--- config.mk ---
export PLATFORM = sky130hd
export DESIGN_NAME = gpio_irq_bank
export DESIGN_NICKNAME = d
export VERILOG_FILES = /design/src/rtl/gpio_bank_pkg.sv /design/src/rtl/gpio_pin_sync.sv /design/src/rtl/gpio_ctrl_regs.sv /design/src/rtl/gpio_irq_detect.sv /design/src/rtl/gpio_irq_bank.sv
export SDC_FILE = /design/constraint.sdc
export NUM_CORES = 1
export LEC_CHECK = 0
export BUFFER_PORTS_ARGS = -buffer_cell sky130_fd_sc_hd__buf_2
export CAP_MARGIN = 10
export CORE_MARGIN = 3
export CORE_UTILIZATION = 36
export CTS_CLUSTER_SIZE = 16
export DETAILED_ROUTE_END_ITERATION = 6
export PLACE_DENSITY = 0.53
export SETUP_SLACK_MARGIN = 0.4
export SLEW_MARGIN = 20
export SYNTH_ARGS = -nofsm -noshare
export SYNTH_HDL_FRONTEND = slang
export SYNTH_HIERARCHICAL = 1
export SYNTH_SLANG_ARGS = --single-unit
--- constraint.sdc ---
create_clock -name clk -period 8.3 [get_ports clk]
set_clock_uncertainty 0.1 [all_clocks]
set_input_delay 2.49 -clock clk [delete_from_list [all_inputs] [get_ports clk]]
set_output_delay 2.49 -clock clk [all_outputs]
set_load 0.02 [all_outputs]
--- src/rtl/gpio_bank_pkg.sv ---
// Shared address map and per-pin trigger configuration type for the GPIO bank.
package gpio_bank_pkg;

    localparam int ADDR_W = 4;

    // Word addresses of the register port.
    typedef enum logic [ADDR_W-1:0] {
        A_DIR     = 4'd0,
        A_DIR_SET = 4'd1,
        A_DIR_CLR = 4'd2,
        A_OUT     = 4'd3,
        A_OUT_SET = 4'd4,
        A_OUT_CLR = 4'd5,
        A_IN      = 4'd6,
        A_STAT    = 4'd7,
        A_EN      = 4'd8,
        A_EN_SET  = 4'd9,
        A_EN_CLR  = 4'd10,
        A_KIND    = 4'd11,
        A_BOTH    = 4'd12,
        A_POL     = 4'd13
    } reg_addr_e;

    // Per-pin trigger configuration.
    typedef struct packed {
        logic edge_kind;   // 1 = edge, 0 = level
        logic both;        // 1 = both edges
        logic neg;         // 1 = falling / low
    } trig_cfg_t;

endpackage

--- src/rtl/gpio_pin_sync.sv ---
// gpio_pin_sync: multi-flop synchroniser for asynchronous pin levels, plus one
// further register holding the previous synchronised sample for edge finding.
// Assumes STAGES >= 2. Reset values are 0.
module gpio_pin_sync #(
    parameter int NPINS  = 32,
    parameter int STAGES = 2
) (
    input  logic             clk,
    input  logic             rst_n,
    input  logic [NPINS-1:0] pin_in,
    output logic [NPINS-1:0] level,
    output logic [NPINS-1:0] prev
);
    logic [STAGES-1:0][NPINS-1:0] chain_q;
    logic [NPINS-1:0]             prev_q;

    // Shift pin levels through the chain and keep the last synchronised sample.
    always_ff @(posedge clk) begin
        if (!rst_n) begin
            chain_q <= '0;
            prev_q  <= '0;
        end else begin
            chain_q <= {chain_q[STAGES-2:0], pin_in};
            prev_q  <= chain_q[STAGES-1];
        end
    end

    assign level = chain_q[STAGES-1];
    assign prev  = prev_q;
endmodule

--- src/rtl/gpio_ctrl_regs.sv ---
// gpio_ctrl_regs: register file of the GPIO bank. Holds direction, output
// latches and enables, which change only through set/clear masks, and the three
// per-pin trigger configuration words. It decodes the acknowledge mask and
// provides the combinational read mux. Assumes one access per cycle.
module gpio_ctrl_regs
    import gpio_bank_pkg::*;
#(
    parameter int NPINS = 32
) (
    input  logic              clk,
    input  logic              rst_n,
    input  logic [ADDR_W-1:0] addr,
    input  logic              wr,
    input  logic [NPINS-1:0]  wdata,
    input  logic [NPINS-1:0]  level,
    input  logic [NPINS-1:0]  pend,
    output logic [NPINS-1:0]  rdata,
    output logic [NPINS-1:0]  dir,
    output logic [NPINS-1:0]  out,
    output logic [NPINS-1:0]  en,
    output logic [NPINS-1:0]  kind,
    output logic [NPINS-1:0]  both,
    output logic [NPINS-1:0]  neg,
    output logic [NPINS-1:0]  ack_mask
);
    reg_addr_e        a;
    logic [NPINS-1:0] dir_q, out_q, en_q, kind_q, both_q, neg_q;

    assign a = reg_addr_e'(addr);

    // Direction: set/clear masks only.
    always_ff @(posedge clk) begin
        if (!rst_n)                   dir_q <= '0;
        else if (wr && a == A_DIR_SET) dir_q <= dir_q | wdata;
        else if (wr && a == A_DIR_CLR) dir_q <= dir_q & ~wdata;
    end

    // Output latches: set/clear masks only.
    always_ff @(posedge clk) begin
        if (!rst_n)                   out_q <= '0;
        else if (wr && a == A_OUT_SET) out_q <= out_q | wdata;
        else if (wr && a == A_OUT_CLR) out_q <= out_q & ~wdata;
    end

    // Interrupt enables: set/clear masks only.
    always_ff @(posedge clk) begin
        if (!rst_n)                  en_q <= '0;
        else if (wr && a == A_EN_SET) en_q <= en_q | wdata;
        else if (wr && a == A_EN_CLR) en_q <= en_q & ~wdata;
    end

    // Trigger configuration words: plain writes.
    always_ff @(posedge clk) begin
        if (!rst_n) begin
            kind_q <= '0;
            both_q <= '0;
            neg_q  <= '0;
        end else if (wr) begin
            if (a == A_KIND) kind_q <= wdata;
            if (a == A_BOTH) both_q <= wdata;
            if (a == A_POL)  neg_q  <= wdata;
        end
    end

    // Read mux; write-only addresses read as zero.
    always_comb begin
        case (a)
            A_DIR:   rdata = dir_q;
            A_OUT:   rdata = out_q;
            A_IN:    rdata = level;
            A_STAT:  rdata = pend;
            A_EN:    rdata = en_q;
            A_KIND:  rdata = kind_q;
            A_BOTH:  rdata = both_q;
            A_POL:   rdata = neg_q;
            default: rdata = '0;
        endcase
    end

    assign ack_mask = (wr && a == A_STAT) ? wdata : '0;
    assign dir  = dir_q;
    assign out  = out_q;
    assign en   = en_q;
    assign kind = kind_q;
    assign both = both_q;
    assign neg  = neg_q;

    // a direction-set write turns every selected pin into an output.
    a_r3_dir_set_selected: assert property (@(posedge clk) disable iff (!rst_n)
        (wr && a == A_DIR_SET) |=> ((dir_q & $past(wdata)) == $past(wdata)));
    // a direction-set write leaves unselected pins unchanged.
    a_r3_dir_set_keeps: assert property (@(posedge clk) disable iff (!rst_n)
        (wr && a == A_DIR_SET) |=> ((dir_q & ~$past(wdata)) == ($past(dir_q) & ~$past(wdata))));
    // an output-clear write drives the selected latches low.
    a_r4_out_clr_low: assert property (@(posedge clk) disable iff (!rst_n)
        (wr && a == A_OUT_CLR) |=> ((out_q & $past(wdata)) == '0));
    // enables hold when no enable write occurs.
    a_r7_en_stable: assert property (@(posedge clk) disable iff (!rst_n)
        !(wr && (a == A_EN_SET || a == A_EN_CLR)) |=> $stable(en_q));
endmodule

--- src/rtl/gpio_irq_detect.sv ---
// gpio_irq_detect: per-pin trigger decoding and pending latch, plus the combined
// host interrupt. Assumes level/prev come from a synchroniser. A new event has
// priority over an acknowledge in the same cycle.
module gpio_irq_detect
    import gpio_bank_pkg::*;
#(
    parameter int NPINS = 32
) (
    input  logic             clk,
    input  logic             rst_n,
    input  logic [NPINS-1:0] level,
    input  logic [NPINS-1:0] prev,
    input  logic [NPINS-1:0] kind,
    input  logic [NPINS-1:0] both,
    input  logic [NPINS-1:0] neg,
    input  logic [NPINS-1:0] ack_mask,
    input  logic [NPINS-1:0] en,
    output logic [NPINS-1:0] pend,
    output logic             irq
);
    logic [NPINS-1:0] evt;
    logic [NPINS-1:0] pend_q;

    for (genvar i = 0; i < NPINS; i++) begin : g_pin
        trig_cfg_t cfg;
        logic      changed;
        logic      active;

        assign cfg     = '{edge_kind: kind[i], both: both[i], neg: neg[i]};
        assign changed = level[i] ^ prev[i];
        assign active  = level[i] ^ cfg.neg;

        // Event decode for this pin's trigger mode.
        always_comb begin
            if (!cfg.edge_kind)  evt[i] = active;
            else if (cfg.both)   evt[i] = changed;
            else                 evt[i] = changed & active;
        end

        // a pending bit rises only after an event was seen.
        a_r9_rise_has_cause: assert property (@(posedge clk) disable iff (!rst_n)
            $rose(pend_q[i]) |-> $past(evt[i]));
        // an event beats an acknowledge in the same cycle.
        a_r11_event_beats_ack: assert property (@(posedge clk) disable iff (!rst_n)
            (ack_mask[i] && evt[i]) |=> pend_q[i]);
        // an active level in level mode keeps the pending bit set.
        a_r10_level_refire: assert property (@(posedge clk) disable iff (!rst_n)
            (!kind[i] && (level[i] ^ neg[i])) |=> pend_q[i]);
    end

    // Pending latch: acknowledge clears, new events set.
    always_ff @(posedge clk) begin
        if (!rst_n) pend_q <= '0;
        else        pend_q <= (pend_q & ~ack_mask) | evt;
    end

    assign pend = pend_q;
    assign irq  = |(pend_q & en);

    // the host line is never raised without a pending bit.
    a_r12_irq_needs_pending: assert property (@(posedge clk) disable iff (!rst_n)
        irq |-> (pend_q != '0));
endmodule

--- src/rtl/gpio_irq_bank.sv ---
// gpio_irq_bank: top of the GPIO bank. Joins the pin synchroniser, the register
// file and the interrupt detector. Assumes asynchronous pin inputs and a
// single-cycle register port.
module gpio_irq_bank
    import gpio_bank_pkg::*;
#(
    parameter int NPINS       = 32,
    parameter int SYNC_STAGES = 2
) (
    input  logic              clk,
    input  logic              rst_n,
    input  logic [ADDR_W-1:0] reg_addr,
    input  logic              reg_wr,
    input  logic [NPINS-1:0]  reg_wdata,
    output logic [NPINS-1:0]  reg_rdata,
    input  logic [NPINS-1:0]  pin_in,
    output logic [NPINS-1:0]  pin_out,
    output logic [NPINS-1:0]  pin_oe,
    output logic              irq
);
    logic [NPINS-1:0] level, prev, pend, en, kind, both, neg, ack_mask;

    gpio_pin_sync #(.NPINS(NPINS), .STAGES(SYNC_STAGES)) u_sync (
        .clk(clk), .rst_n(rst_n), .pin_in(pin_in), .level(level), .prev(prev)
    );

    gpio_ctrl_regs #(.NPINS(NPINS)) u_regs (
        .clk(clk), .rst_n(rst_n), .addr(reg_addr), .wr(reg_wr), .wdata(reg_wdata),
        .level(level), .pend(pend), .rdata(reg_rdata), .dir(pin_oe), .out(pin_out),
        .en(en), .kind(kind), .both(both), .neg(neg), .ack_mask(ack_mask)
    );

    gpio_irq_detect #(.NPINS(NPINS)) u_det (
        .clk(clk), .rst_n(rst_n), .level(level), .prev(prev), .kind(kind),
        .both(both), .neg(neg), .ack_mask(ack_mask), .en(en), .pend(pend), .irq(irq)
    );
endmodule

Word-level counts from Yosys, hierarchy flattened --
Index checks and enable logic that the tools add are counted.
Storage, ports and cells: word-level logic and storage cells 217, bits in registers 320, input bits 71, output and inout port bits 97
Cells by class: multiplexer cells 72, reductions and logical operators 15, bitwise gates (word level) 107, equal/unequal tests 13
Operator list (count):
- $pmux 32 s8 | 1
- $mux 32 | 7
- $and 32x32->32 | 5
- $or 32x32->32 | 4
- $mux 1 | 64
- $not 32->32 | 2
- $xor 1x1->1 | 64
- $and 1x1->1 | 32
- $reduce_or 32->1 | 1
- $eq 4x4->1 const B | 6
- $eq 4x3->1 const B | 4
- $eq 4x2->1 const B | 2
- $logic_and 1x1->1 | 7
- $reduce_and 2->1 | 3
- $reduce_bool 2->1 | 3
- $eq 4x1->1 const B | 1
- $logic_not 4->1 | 1

Logic depth before layout (Yosys ltp) --
depth after elaboration 6, gate-level depth with buffers 8, depth with buffers taken out 5

Modules after synthesis --
The synthesis kept the hierarchy.
By module, submodules not included:
- gpio_ctrl_regs | times used 1, seq. area each 3843.7 um^2, area an instance 10660.2 um^2, cells an instance 1253
- gpio_pin_sync | times used 1, seq. area each 1921.8 um^2, area an instance 2844.0 um^2, cells an instance 234
- gpio_irq_detect | times used 1, seq. area each 640.6 um^2, area an instance 2175.8 um^2, cells an instance 248

Least setup slack after synthesis --
OpenSTA, ideal clock, no wires.
kind input port to output port, from input reg_addr[0], to output reg_rdata[13], required time 5.710 ns, buffers on the path 4, slack 1.962 ns, stages on the path 7, data arrival time 3.748 ns, path through buf_6 buf_6 buf_6 nor2_1 clkbuf_1 a22oi_1 o221ai_1
On the way: longest elaborated chain between the ends 2, elaborated cells on any way between the ends 9, classes of those cells eq/ne (7); mux (1); reduce/logical (1)
Ends and longest elaborated chain:
- from (decl) | RTL line gpio_irq_bank.sv:12 | input logic [ADDR_W-1:0] reg_addr,
- $eq 4x4->1 (tied with other cells) | RTL line gpio_ctrl_regs.sv:67 | case (a)
- $pmux 32 s8 * | RTL line gpio_ctrl_regs.sv:67
- to (decl) | RTL line gpio_irq_bank.sv:15 | output logic [NPINS-1:0] reg_rdata,
Mark *: on every way between the ends. The rest lies on a longest branch, timed or not.

Final worst setup path --
from input reg_addr[2], to output reg_rdata[13]
The elaborated chain is that of the path after synthesis.

==> impl_metrics.csv <==
group,metric,value,unit
cts,htreeDepth,2,
floorplan,initial_core_util,36.9,%
timing,finalHoldViolCount,0,
logic_synthesis,syn_nets,1806,
logic_synthesis,yosysMostFrequentCell,"dfxtp_1",
finish,multiInputGateArea,8090,sq um
run,drv_cap,0,
critical_path,crit_path_start_kind,"input pin",
grt,met1_usage,31.8,%
grt,grt_max_degree,146,
grt,grt_busiest_layer,"met2",
placed_design,dp_hpwl,35700,microns
floorplan,rows,75,
timing,setup-violations-final,0,
critical_path,end_kind,"primary output",
timing,max_freq,0.136,GHz
grt,overflow,0,
routing,wl_per_cell,23.6,microns
finish,layout.nets,1830,
timing,finalCritPeriodShare,88.4,%
critical_path,crit_fanout,23,
critical_path,cp.required,5710,ps
timing,tns,0,ps
logic_synthesis,synth-edff-count,0,
routing,wirelength,55800,microns
grt,antenna_found_initial,2,
logic_synthesis,synth_top_area_share,40.9,%
logic_synthesis,yosys.area.top_type,"dfxtp_1",
finish,register_area,6410,sq um
cts,cts_buffers,38,
placed_design,gp_congestion,0.862,
logic_synthesis,synth.cell_area,15700,sq um
logic_synthesis,async_flop_share,0,%
routing,dr.pass1.iters,5,
floorplan,die-area,46100,sq um
grt,track_usage,23.2,%
floorplan,die_y,215,microns
cts,cts_buffer_depth,3,
grt,grt_pass1_wl,83100,microns
logic_synthesis,ys_seq_elements,320,
logic_synthesis,ys_types,59,
timing,maxSlewViolCount,0,
finish,n_fill_cell,4262,
logic_synthesis,synth.avg_cell_area,9.04,sq um
cts,ctsHoldBuffers,0,
finish,n_antenna_cell,0,
cts,cts_tree,"done",
timing,period_minus_slack,7340,ps
routing,drtIter0Drc,1333,
timing,worstMarginPinSlew,1090,ps
cts,clock_latency,560,ps
finish,area_delta_synth_final,12.2,%
critical_path,crit_path_frequent_cell,"buf_2",
logic_synthesis,synthTopCellsByCount,"dfxtp_1 (320), nand3_1 (144), and2_1 (131)",
cts,cts_setup_buffers,0,
cts,root_buffer,"clkbuf_16",
timing,slew_headroom,27.2,%
critical_path,critical_path_arrival,4750,ps
hold_path,hp-class,"register to register",
run_status,status,"finished, final reports clean",
logic_synthesis,synth_area_leaders,"dfxtp_1 (41%), and2_1 (5.2%), nand3_1 (4.6%)",
timing,rsz0062_at_grt,"false",
floorplan,pin_count,168,
critical_path,worstSetupPathType,"input pin to primary output",
cts,post_cts_resized,0,
routing,vias_per_cell,5.75,
routing,detailroute.via_count,13600,
logic_synthesis,synth_ff_type,"dfxtp_1",
routing,drc,0,
power,p_leak,0.00631,uW
critical_path,crit_chain,"buf_2, buf_4, nand3b_1, o22a_1, o221ai_1, buf_2",
grt,grt_pass1_vias,12900,
finish,drive_above_1_share,22.2,%
logic_synthesis,yosysWarnings,6,
timing,holdWs,326,ps
cts,cts.clk_slew.worst_paths,60,ps
logic_synthesis,ys_seq_area_share,40.9,%
power,ir_worst_vdd,0.121,mV
critical_path,slowest_stage,"nand3b_1",
grt,gr-usage-met3,4.42,%
cts,clock_sinks,320,
floorplan,coreArea,42500,sq um
critical_path,critPathMaxStageDelay,670,ps
power,powerDensity,206,nW/um^2
logic_synthesis,syn_inst,1735,
routing,postRouteAntennaNets,0,
floorplan,die-width,215,microns
placed_design,port_buffers,167,
grt,use_met2,36.1,%
[kinds of logic after synthesis]
kind of cell | after synthesis | synth area share (%)
xor+xnor | 65 | 3.63
buf+inv | 214 | 7.75
mux | 55 | 3.69
simple gates | 540 | 19.7
flops | 320 | 40.9
compound gates | 541 | 24.4
[worst paths after layout]
kind	start	to	slack [ps]	depth (start not counted)
worst max register to register	register	register	7170	3
worst max-delay path	reg_addr[2]	reg_rdata[13]	960	6
worst min-delay path	u_sync/chain_q[20]	u_sync/level[20]	330	1
worst min register to register	u_sync/chain_q[20]	u_sync/level[20]	330	1
[critical path: cells and delay by family]
kind	cells	cell delay (ps)
AO/OA/AOI/OAI	2	550
AND/OR/NAND/NOR	1	670
buffers and inverters	3	1030
[cell usage in the layout, fill, tap and decap left out, types with 41 or more instances in the layout]
cell,count
nand3_1,144
a22oi_1,93
xnor2_1,65
buf_2,165
and2_1,130
dfxtp_1,320
clkbuf_16,41
o211ai_1,61
o21ai_0,108
or2_2,48
a21oi_1,107
nand2_1,97
[power by group]
| group | internal (uW) | total, uW | leakage (uW) | switching (uW) |
|---|---|---|---|---|
| clock | 1010 | 1670 | 0.000612 | 669 |
| sequential | 1580 | 1630 | 0.00260 | 45.8 |
| combinational | 108 | 327 | 0.00309 | 219 |
[layout make-up]
cell class,count,share of cell area (%)
clock buffers,62,6.74
clock inverters,6,0.334
inverters,2,0.0569
multi-input cells,1201,46.0
flip-flops and latches,320,36.4
well taps,577,4.10
repair buffers,196,6.34
[layer usage]
metal  share of wire, %  vias to the layer above  routed length [microns]
met5                  0                        -                        0
met3                7.6                      112                     4240
met1                 44                     6668                    24600
met2                 45                      544                    24900
li1                   -                     6275                        -
met4                3.6                        0                     2030
[per-stage QoR]
stage	worst slack (ps)	utilization, %	cells	total power [uW]	area [sq um]
global route	947	41.4	2364	3750	17600
floorplan	1960	-	1735	1880	15700
finish	959	41.4	2364	3630	17600
global placement	1050	38.4	2295	1980	16300
detailed placement	1020	38.4	2295	1990	16300
CTS	1010	41.3	2363	3660	17600
No activity file was read; power rests on OpenSTA's default activity.
